<file path="src/rtl/dual_pio.sv">
module dual_pio #(
  parameter int W = 8
) (
  input  logic         clk,
  input  logic         cs_n,
  input  logic         iorq_n,
  input  logic         rd_n,
  input  logic         m1_n,
  input  logic [1:0]   addr,
  input  logic [W-1:0] din,
  output logic [W-1:0] dout,
  input  logic [W-1:0] pa_in,
  output logic [W-1:0] pa_out,
  output logic [W-1:0] pa_oe,
  output logic         a_rdy,
  input  logic         a_stb_n,
  input  logic [W-1:0] pb_in,
  output logic [W-1:0] pb_out,
  output logic [W-1:0] pb_oe,
  output logic         b_rdy,
  input  logic         b_stb_n,
  output logic         irq
);
  localparam logic [1:0] M_OUT = 2'd0;
  localparam logic [1:0] M_IN  = 2'd1;
  localparam logic [1:0] M_BI  = 2'd2;
  localparam logic [1:0] M_BIT = 2'd3;

  logic srst, wr, rd, a2;
  logic [1:0][1:0]   mode;
  logic [1:0][W-1:0] oreg, ireg, dir, mask, pin, oe;
  logic [1:0] ien, andsel, hilvl, want_dir, want_mask, rdy, pend, bitirq;
  logic [1:0] stb_n, stb_q, fall, rise, cond, wr_dat, rd_dat, wr_ctl, acc;

  assign srst  = ~m1_n & rd_n & iorq_n;
  assign wr    = ~cs_n & ~iorq_n & rd_n & m1_n;
  assign rd    = ~cs_n & ~iorq_n & ~rd_n & m1_n;
  assign a2    = mode[0] == M_BI;
  assign pin   = {pb_in, pa_in};
  assign stb_n = {b_stb_n, a_stb_n};
  assign fall  = stb_q & ~stb_n;
  assign rise  = ~stb_q & stb_n;

  assign acc[0] = din[7:6] != M_BI || mode[1] == M_BIT;
  assign acc[1] = din[7:6] != M_BI && (!a2 || din[7:6] == M_BIT);

  for (genvar gi = 0; gi < 2; gi++) begin : g_port
    logic [W-1:0] hit;
    assign wr_dat[gi] = wr & ~addr[1] & (addr[0] == 1'(gi));
    assign rd_dat[gi] = rd & ~addr[1] & (addr[0] == 1'(gi));
    assign wr_ctl[gi] = wr &  addr[1] & (addr[0] == 1'(gi));
    assign hit        = mask[gi] & ~(pin[gi] ^ {W{hilvl[gi]}});
    assign cond[gi]   = andsel[gi] ? (mask[gi] != '0 && hit == mask[gi]) : (hit != '0);
    always_comb begin
      case (mode[gi])
        M_OUT:   oe[gi] = '1;
        M_IN:    oe[gi] = '0;
        M_BI:    oe[gi] = {W{~stb_n[gi]}};
        default: oe[gi] = ~dir[gi];
      endcase
    end
  end

  assign pa_out = oreg[0];
  assign pb_out = oreg[1];
  assign pa_oe  = oe[0];
  assign pb_oe  = oe[1];
  assign a_rdy  = rdy[0];
  assign b_rdy  = rdy[1];
  assign irq    = |(pend & ien) | |bitirq;

  always_comb begin
    dout = '0;
    if (rd && !addr[1]) begin
      case (mode[addr[0]])
        M_OUT:   dout = oreg[addr[0]];
        M_BIT:   dout = (pin[addr[0]] & dir[addr[0]]) | (oreg[addr[0]] & ~dir[addr[0]]);
        default: dout = ireg[addr[0]];
      endcase
    end
  end

  always_ff @(posedge clk) begin
    if (srst) begin
      mode      <= {M_IN, M_IN};
      oreg      <= '0;
      ireg      <= '0;
      dir       <= '1;
      mask      <= '0;
      ien       <= '0;
      andsel    <= '0;
      hilvl     <= '0;
      want_dir  <= '0;
      want_mask <= '0;
      rdy       <= '0;
      pend      <= '0;
      bitirq    <= '0;
      stb_q     <= '1;
    end else begin
      stb_q <= stb_n;
      for (int i = 0; i < 2; i++) begin
        bitirq[i] <= ien[i] && mode[i] == M_BIT && cond[i];
        if (wr_dat[i]) begin
          oreg[i] <= din;
          pend[i] <= 1'b0;
          if (mode[i] == M_OUT || mode[i] == M_BI) rdy[i] <= 1'b1;
        end
        if (rd_dat[i]) begin
          pend[i] <= 1'b0;
          if (mode[i] == M_IN) rdy[i] <= 1'b1;
          if (mode[i] == M_BI) rdy[1] <= 1'b1;
        end
        if (wr_ctl[i]) begin
          if (want_dir[i]) begin
            dir[i]      <= din;
            want_dir[i] <= 1'b0;
          end else if (want_mask[i]) begin
            mask[i]      <= din;
            want_mask[i] <= 1'b0;
          end else if (din[3:0] == 4'hF) begin
            if (acc[i]) begin
              mode[i]     <= din[7:6];
              want_dir[i] <= din[7:6] == M_BIT;
              pend[i]     <= 1'b0;
              rdy[i]      <= din[7:6] == M_IN;
              if (i == 0) begin
                if (din[7:6] == M_BI) rdy[1] <= 1'b1;
                else if (a2)          rdy[1] <= 1'b0;
              end
            end
          end else if (din[3:0] == 4'h7) begin
            ien[i]       <= din[7];
            andsel[i]    <= din[6];
            hilvl[i]     <= din[5];
            want_mask[i] <= din[4];
            pend[i]      <= 1'b0;
          end
        end
      end
      if (mode[0] != M_BIT) begin
        if (fall[0]) begin
          rdy[0] <= 1'b0;
          if (mode[0] == M_IN) ireg[0] <= pa_in;
        end
        if (rise[0] && ien[0]) pend[0] <= 1'b1;
      end
      if (a2) begin
        if (fall[1]) begin
          rdy[1]  <= 1'b0;
          ireg[0] <= pa_in;
        end
        if (rise[1] && ien[0]) pend[0] <= 1'b1;
      end else if (mode[1] != M_BIT) begin
        if (fall[1]) begin
          rdy[1] <= 1'b0;
          if (mode[1] == M_IN) ireg[1] <= pb_in;
        end
        if (rise[1] && ien[1]) pend[1] <= 1'b1;
      end
    end
  end
endmodule

</file>
<file path="config.mk">
export PLATFORM = sky130hd
export DESIGN_NAME = dual_pio
export DESIGN_NICKNAME = d
export VERILOG_FILES = /design/src/rtl/dual_pio.sv
export SDC_FILE = /design/constraint.sdc
export NUM_CORES = 1
export LEC_CHECK = 0
export ABC_CLOCK_PERIOD_IN_PS = 3800
export BUFFER_PORTS_ARGS = -buffer_cell sky130_fd_sc_hd__buf_2
export CAP_MARGIN = 20
export CORE_MARGIN = 3
export CORE_UTILIZATION = 32
export DETAILED_ROUTE_END_ITERATION = 16
export PLACE_DENSITY_LB_ADDON = 0.3
export SLEW_MARGIN = 25
export SYNTH_ARGS = -nofsm -noshare
export SYNTH_HDL_FRONTEND = slang
export SYNTH_SLANG_ARGS = --single-unit
</file>
<file path="constraint.sdc">
create_clock -name clk -period 3.8 [get_ports clk]
set_input_delay 0.76 -clock clk [delete_from_list [all_inputs] [get_ports clk]]
set_output_delay 0.76 -clock clk [all_outputs]
set_load 0.01 [all_outputs]
</file>
==> metrics, run 1 <==
status=completed; Die Height=125 um; Reg area=0.00172 mm^2; Fmax=300 MHz; CTS tree=done; Clock Tree Buf Depth=2; DRT antenna net count=0; Final period util=~88%; vias=4166; Synth Flop Type=dfxtp_1; Worst EP arrival=2.57 ns; Cell Area, Synth=0.00452 mm^2; clk_lat worst skew=0.34 ns; DRT Pass-1 Iters=6; core area=0.0135 mm^2; H-Tree Depth=3; final net count=about 600; Worst Tran Pin Value=0.890 ns; crit path capture type=output pin; initial antenna violation count=0; post-DR vias/cell=5.47; commonest non-fill, non-tap cell in the layout=dfxtp_1; Hold-fix buffers, CTS=0; Yosys reg bits=86; setup repair bufs after CTS=0; Multi-input gate area=~0.0026 mm^2; Avg WL per Cell=18.5 um; clk slew on worst S/H paths=0.06 ns; pwr/cell area=385 mW/mm^2; most frequent cells in the layout=dfxtp_1 (86), mux2i_1 (76), buf_2 (75), nor2_1 (62), nand2_1 (45); num ports=76; maximum vdd drop=0.000293 V; syn avg cell area=8.63 um^2; Die Area=about 0.016 mm^2; Worst EP required=roughly 3 ns; starting DRC count in detailed routing=336; Hold Crit Class=register to register; Synth cell types=53; largest net degree at the start of global routing=37; gr ovfl total=0; routability cong.=roughly 0.84; crit-path cells=buf_2 > nor4b_1 > nand2b_1 > a211oi_1 > buf_2; setup TNS=0 ns; clock skew=0.00436 ns; Root Buffer=clkbuf_16; min Tclk post-route=3.33 ns; Hold Vio Cnt, Final=0; Routed WL=14100 um; most used cell, CP=buf_2; critical path class=input pin to output pin; worst hold slack=0.485 ns; EDFF count, synth=0; TritonCTS Sinks=86; vias in the first global route=4111; Max FO, Critical Path=8; Worst R2R Setup Slack=1.89 ns; Cells after Synth=between 500 and 600; slowest stage delay, CP=a little over 0.6 ns; Port-buffer cells=75; asr flop ratio synth=0%; CTS buffer count=9; Inserted Diodes=0; startpoint types=input pin; final-layout fill cell count=1355; Area Overhead vs Synth=16.8%; Pleak=2.56 nW; layout cell share with drive strength beyond 1=19.3%; PostCTS Resize Cnt=0; GRT Total Usage=18.1%; Rel. slew slack=approximately two fifths; slowest CP cell=nor4b_1; Max-cap violations=0; Initial Utilization=33.4%; sequential fraction of the synthesis area=38.1%; Chip Width=around 120 um; RSZ-0062 raised after global routing=no; max-slew violation count=0; Synth warnings=0; Synth Net Count=558; first-pass GRT wire length=22500 um; # rows=42; DRC=0; final setup vio count=0; DP HPWL=10500 um
-- cells by family after synthesis --
logic type               after synthesis  share of synthesized area, %
buffers and inverters                 47                          4.43
flip-flops                            86                          38.1
XOR/XNOR                               1                         0.194
AND/OR/NAND/NOR                      191                          21.2
adder cells (fa/ha/maj)                2                         0.554
AO/OA/AOI/OAI                        111                          16.4
multiplexers                          85                          19.1
-- worst max-delay path, delay by kind of cell --
kind                   cells  cell delay [ns]
AND/OR/NAND/NOR            2             0.99
AO/OA/AOI/OAI              1             0.46
buffers and inverters      2             0.35
-- per-stage QoR --
| stage | cell area (um^2) | std cells | total power, mW | setup slack (ns) | util [%] |
|---|---|---|---|---|---|
| 2_1_floorplan | 4520 | 523 | 1.14 | 0.437 | - |
| 3_3_place_gp | 5000 | 746 | 1.23 | 0.726 | 37.1 |
| 3_5_place_dp | 5000 | 746 | 1.23 | 0.562 | 37.1 |
| 4_1_cts | 5270 | 761 | 2.05 | 0.560 | 39.0 |
| 5_1_grt | 5270 | 761 | 2.11 | 0.489 | 39.0 |
| 6_report | 5270 | 761 | 2.03 | 0.467 | 39.0 |
-- synth_stat cells (3+ instances only) --
| cell type | number | area share (%) |
|---|---|---|
| a211oi_1 | 19 | 3.2 |
| a21oi_1 | 31 | 3.4 |
| a221oi_1 | 9 | 1.7 |
| a222oi_1 | 3 | 0.67 |
| a22oi_1 | 5 | 0.83 |
| and3_1 | 3 | 0.42 |
| buf_2 | 7 | 0.78 |
| clkbuf_1 | 23 | 1.9 |
| dfxtp_1 | 86 | 38 |
| inv_1 | 15 | 1.2 |
| mux2_2 | 9 | 2.2 |
| mux2i_1 | 76 | 17 |
| nand2_1 | 45 | 3.7 |
| nand2b_1 | 7 | 0.97 |
| nand3_1 | 22 | 2.4 |
| nand3b_1 | 3 | 0.50 |
| nand4_1 | 3 | 0.42 |
| nand4b_1 | 4 | 0.78 |
| nor2_1 | 63 | 5.2 |
| nor2b_1 | 16 | 2.2 |
| nor3_1 | 3 | 0.33 |
| nor4_1 | 4 | 0.55 |
| o21a_1 | 3 | 0.50 |
| o21ai_0 | 23 | 2.5 |
| o22ai_1 | 3 | 0.42 |
-- where the power goes --
part,internal [mW],total [mW],switching (mW)
logic,0.0897,0.232,0.142
clock network,0.475,0.818,0.343
registers,0.947,0.983,0.0359
-- layout make-up --
cell class	instances	share of cell area [%]
clock buffers	14	5.01
well taps	176	4.18
repair buffers	79	7.69
inverters	15	1.07
flip-flops and latches	86	32.6
clock inverters	1	0.0949
multi-input cells	390	49.3
-- sequential cells by signal, indices dropped and copies added, names as in the netlist, 4 cells and up --
name and cells:
dir 16, ireg 16, mask 16, mode 4, pa_out 8, pb_out 8
-- metal layers --
metal  vias to the layer above  global-route usage, %  wire (um)
met2                       140                   30.1       6640
met3                        27                   3.22        865
met1                      1994                   22.8       6160
met4                         0                   7.87        396
li1                       2005                      -          -
met5                         -                      0          0
-- path summary, 6_finish.rpt --
path | startpoint | cells after the start | to
max | addr[1] | 5 | dout[5]
min | ien[1] | 2 | ien[1]
max reg2reg | mode[0] | 4 | ireg[8]
min reg2reg | ien[1] | 2 | ien[1]
No activity file was read; power rests on OpenSTA's default activity.
==> inputs of run 2 (changes only) <==
Settings changed: ABC_AREA set to 1.
==> metrics, run 2 <==
starting DRC count in detailed routing=339 (+0.89%); Avg WL per Cell=16.6 um (-10%); num ports=76 (unchanged); CTS tree=done; most frequent cells in the layout=o21ai_0 (112), nor2_1 (106), nand2_1 (87), dfxtp_1 (86), buf_2 (75); Max-cap violations=0 (unchanged); largest net degree at the start of global routing=61 (+65%); Worst EP required=3.04 ns (about the same); commonest non-fill, non-tap cell in the layout=o21ai_0; final setup vio count=0 (unchanged); Die Area=0.0157 mm^2 (+1.1%); Hold Crit Class=register to register; gr ovfl total=0 (unchanged); Port-buffer cells=75 (unchanged); EDFF count, synth=0 (unchanged); PostCTS Resize Cnt=0 (unchanged); clock skew=0.00568 ns (+0.00132 ns); Root Buffer=clkbuf_16; first-pass GRT wire length=23400 um (+3.9%); clk slew on worst S/H paths=0.06 ns (about the same); Initial Utilization=32.8% (-0.64 points); Die Height=125 um (+0.56%); Area contributors post-synth=dfxtp_1 (38%), o21ai_0 (12%), nor2_1 (8.7%); routability cong.=0.857 (+1.7%); DP HPWL=11400 um (+8.0%); initial antenna violation count=0 (unchanged); Final period util=86.1% (-1.6 points); asr flop ratio synth=0% (unchanged); crit path capture type=output pin; pwr/cell area=403 mW/mm^2 (+4.6%); top-count cell post-synth=o21ai_0; Hold Vio Cnt, Final=0 (unchanged); setup repair bufs after CTS=0 (unchanged); Inserted Diodes=0 (unchanged); Routed WL=15200 um (+8.0%); setup TNS=0 ns (unchanged); share of the synthesized area in the top cell type=37.7% (-0.45 points); Top Registers=dir (16), ireg (16), mask (16); Fmax=306 MHz (+1.9%); Cell Area, Synth=0.00457 mm^2 (+1.2%); Rel. slew slack=35.3% (-5.2 points); H-Tree Depth=3 (unchanged); final net count=766 (+24%); Yosys reg bits=86 (unchanged); DRC=0 (unchanged); Area Overhead vs Synth=17.9%; DRT antenna net count=0 (unchanged); vias in the first global route=4202 (+2.2%); layout cell share with drive strength beyond 1=16.8% (-2.5 points); max-slew violation count=0 (unchanged); maximum vdd drop=0.000223 V (-24%); Clock Tree Buf Depth=2 (unchanged); RSZ-0062 raised after global routing=no; Hold-fix buffers, CTS=0 (unchanged); post-DR vias/cell=5.11 (-6.6%); status=completed; # rows=43 (+2.4%); Cells after Synth=665 (+27%); Synth Flop Type=dfxtp_1; worst hold slack=0.433 ns (-0.0521 ns); post-synth top area cell=dfxtp_1; Synth cell types=39 (-26%); Synth Net Count=700 (+25%); sequential fraction of the synthesis area=37.7% (-0.45 points); syn avg cell area=6.87 um^2 (-20%); core area=0.0139 mm^2 (+3.2%); most frequent cells after synthesis=o21ai_0 (112), nor2_1 (106), nand2_1 (87); GRT Total Usage=18.9% (+0.84 points); Chip Width=125 um (+0.56%); TritonCTS Sinks=86 (unchanged); vias=4685 (+12%); CTS buffer count=9 (unchanged); startpoint types=input pin; Worst Tran Pin Value=0.969 ns (+0.0783 ns); Worst EP arrival=2.51 ns (-0.06 ns); Synth warnings=0 (unchanged); Pleak=2.49 nW (-2.6%); DRT Pass-1 Iters=5 (-1); Max FO, Critical Path=26 (+18); clk_lat worst skew=0.35 ns (about the same); min Tclk post-route=3.27 ns (-0.0611 ns); critical path class=input pin to output pin
## run 2: layer usage
layer / GRT usage, % / vias to the layer above / routed length, um
li1: - / 2354 / -
met1: 26.9 / 2159 / 7180
met2: 29.2 / 159 / 6800
met3: 3.33 / 13 / 965
met4: 5.74 / 0 / 232
met5: 0 / - / 0
## run 2: metrics by stage
step / setup slack [ns] / area, um^2 / power, mW / utilization [%] / instances
after global routing: 0.318 / 5390 / 2.25 / 38.7 / 916
after detailed placement: 0.550 / 5090 / 1.28 / 36.5 / 900
after global placement: 0.599 / 5090 / 1.28 / 36.5 / 900
after CTS: 0.537 / 5390 / 2.18 / 38.7 / 916
final: 0.528 / 5390 / 2.17 / 38.7 / 916
after floorplan: 0.645 / 4570 / 1.17 / - / 665
## run 2: where the power goes
part	internal (mW)	switching [mW]	total, mW	leakage (nW)
combinational	0.0945	0.171	0.266	1.65
clock	0.512	0.395	0.907	0.142
sequential	0.958	0.0397	0.997	0.703
total	1.56	0.607	2.17	2.49
## run 2: worst max-delay path: stages
cell and delay (ns):
buf_2 0.39, nand2_1 0.10, o21a_1 0.13, inv_1 0.06
ha_1 0.30, o21ai_0 0.14, o21ai_0 0.26, nand2_1 0.09
a21oi_1 0.13, buf_2 0.15
## run 2: kinds of logic (layout without fill, tap and decap cells)
group	Yosys count	after routing	synth area share (%)
xor+xnor	15	15	2.88
fa+ha+maj	2	2	0.548
simple gates	244	244	24.6
buf+inv	100	171	8.76
compound gates	218	218	25.5
flops	86	86	37.7
## run 2: layout make-up
class | instances | area (um^2)
tap | 180 | 225
multi-input combinational | 479 | 2450
fill | 1481 | 8550
clock buffer | 9 | 225
clock inverter | 7 | 72.6
sequential | 86 | 1720
inverter | 75 | 282
timing repair buffer | 80 | 413
## run 2: final timing paths
check,from,endpoint,slack [ns],cells past startpoint
hold reg to reg,andsel[1],bitirq[1],0.43,1
setup reg to reg,mode[0],ireg[3],2.10,7
hold / removal,andsel[1],bitirq[1],0.43,1
setup / recovery,addr[0],dout[4],0.53,10
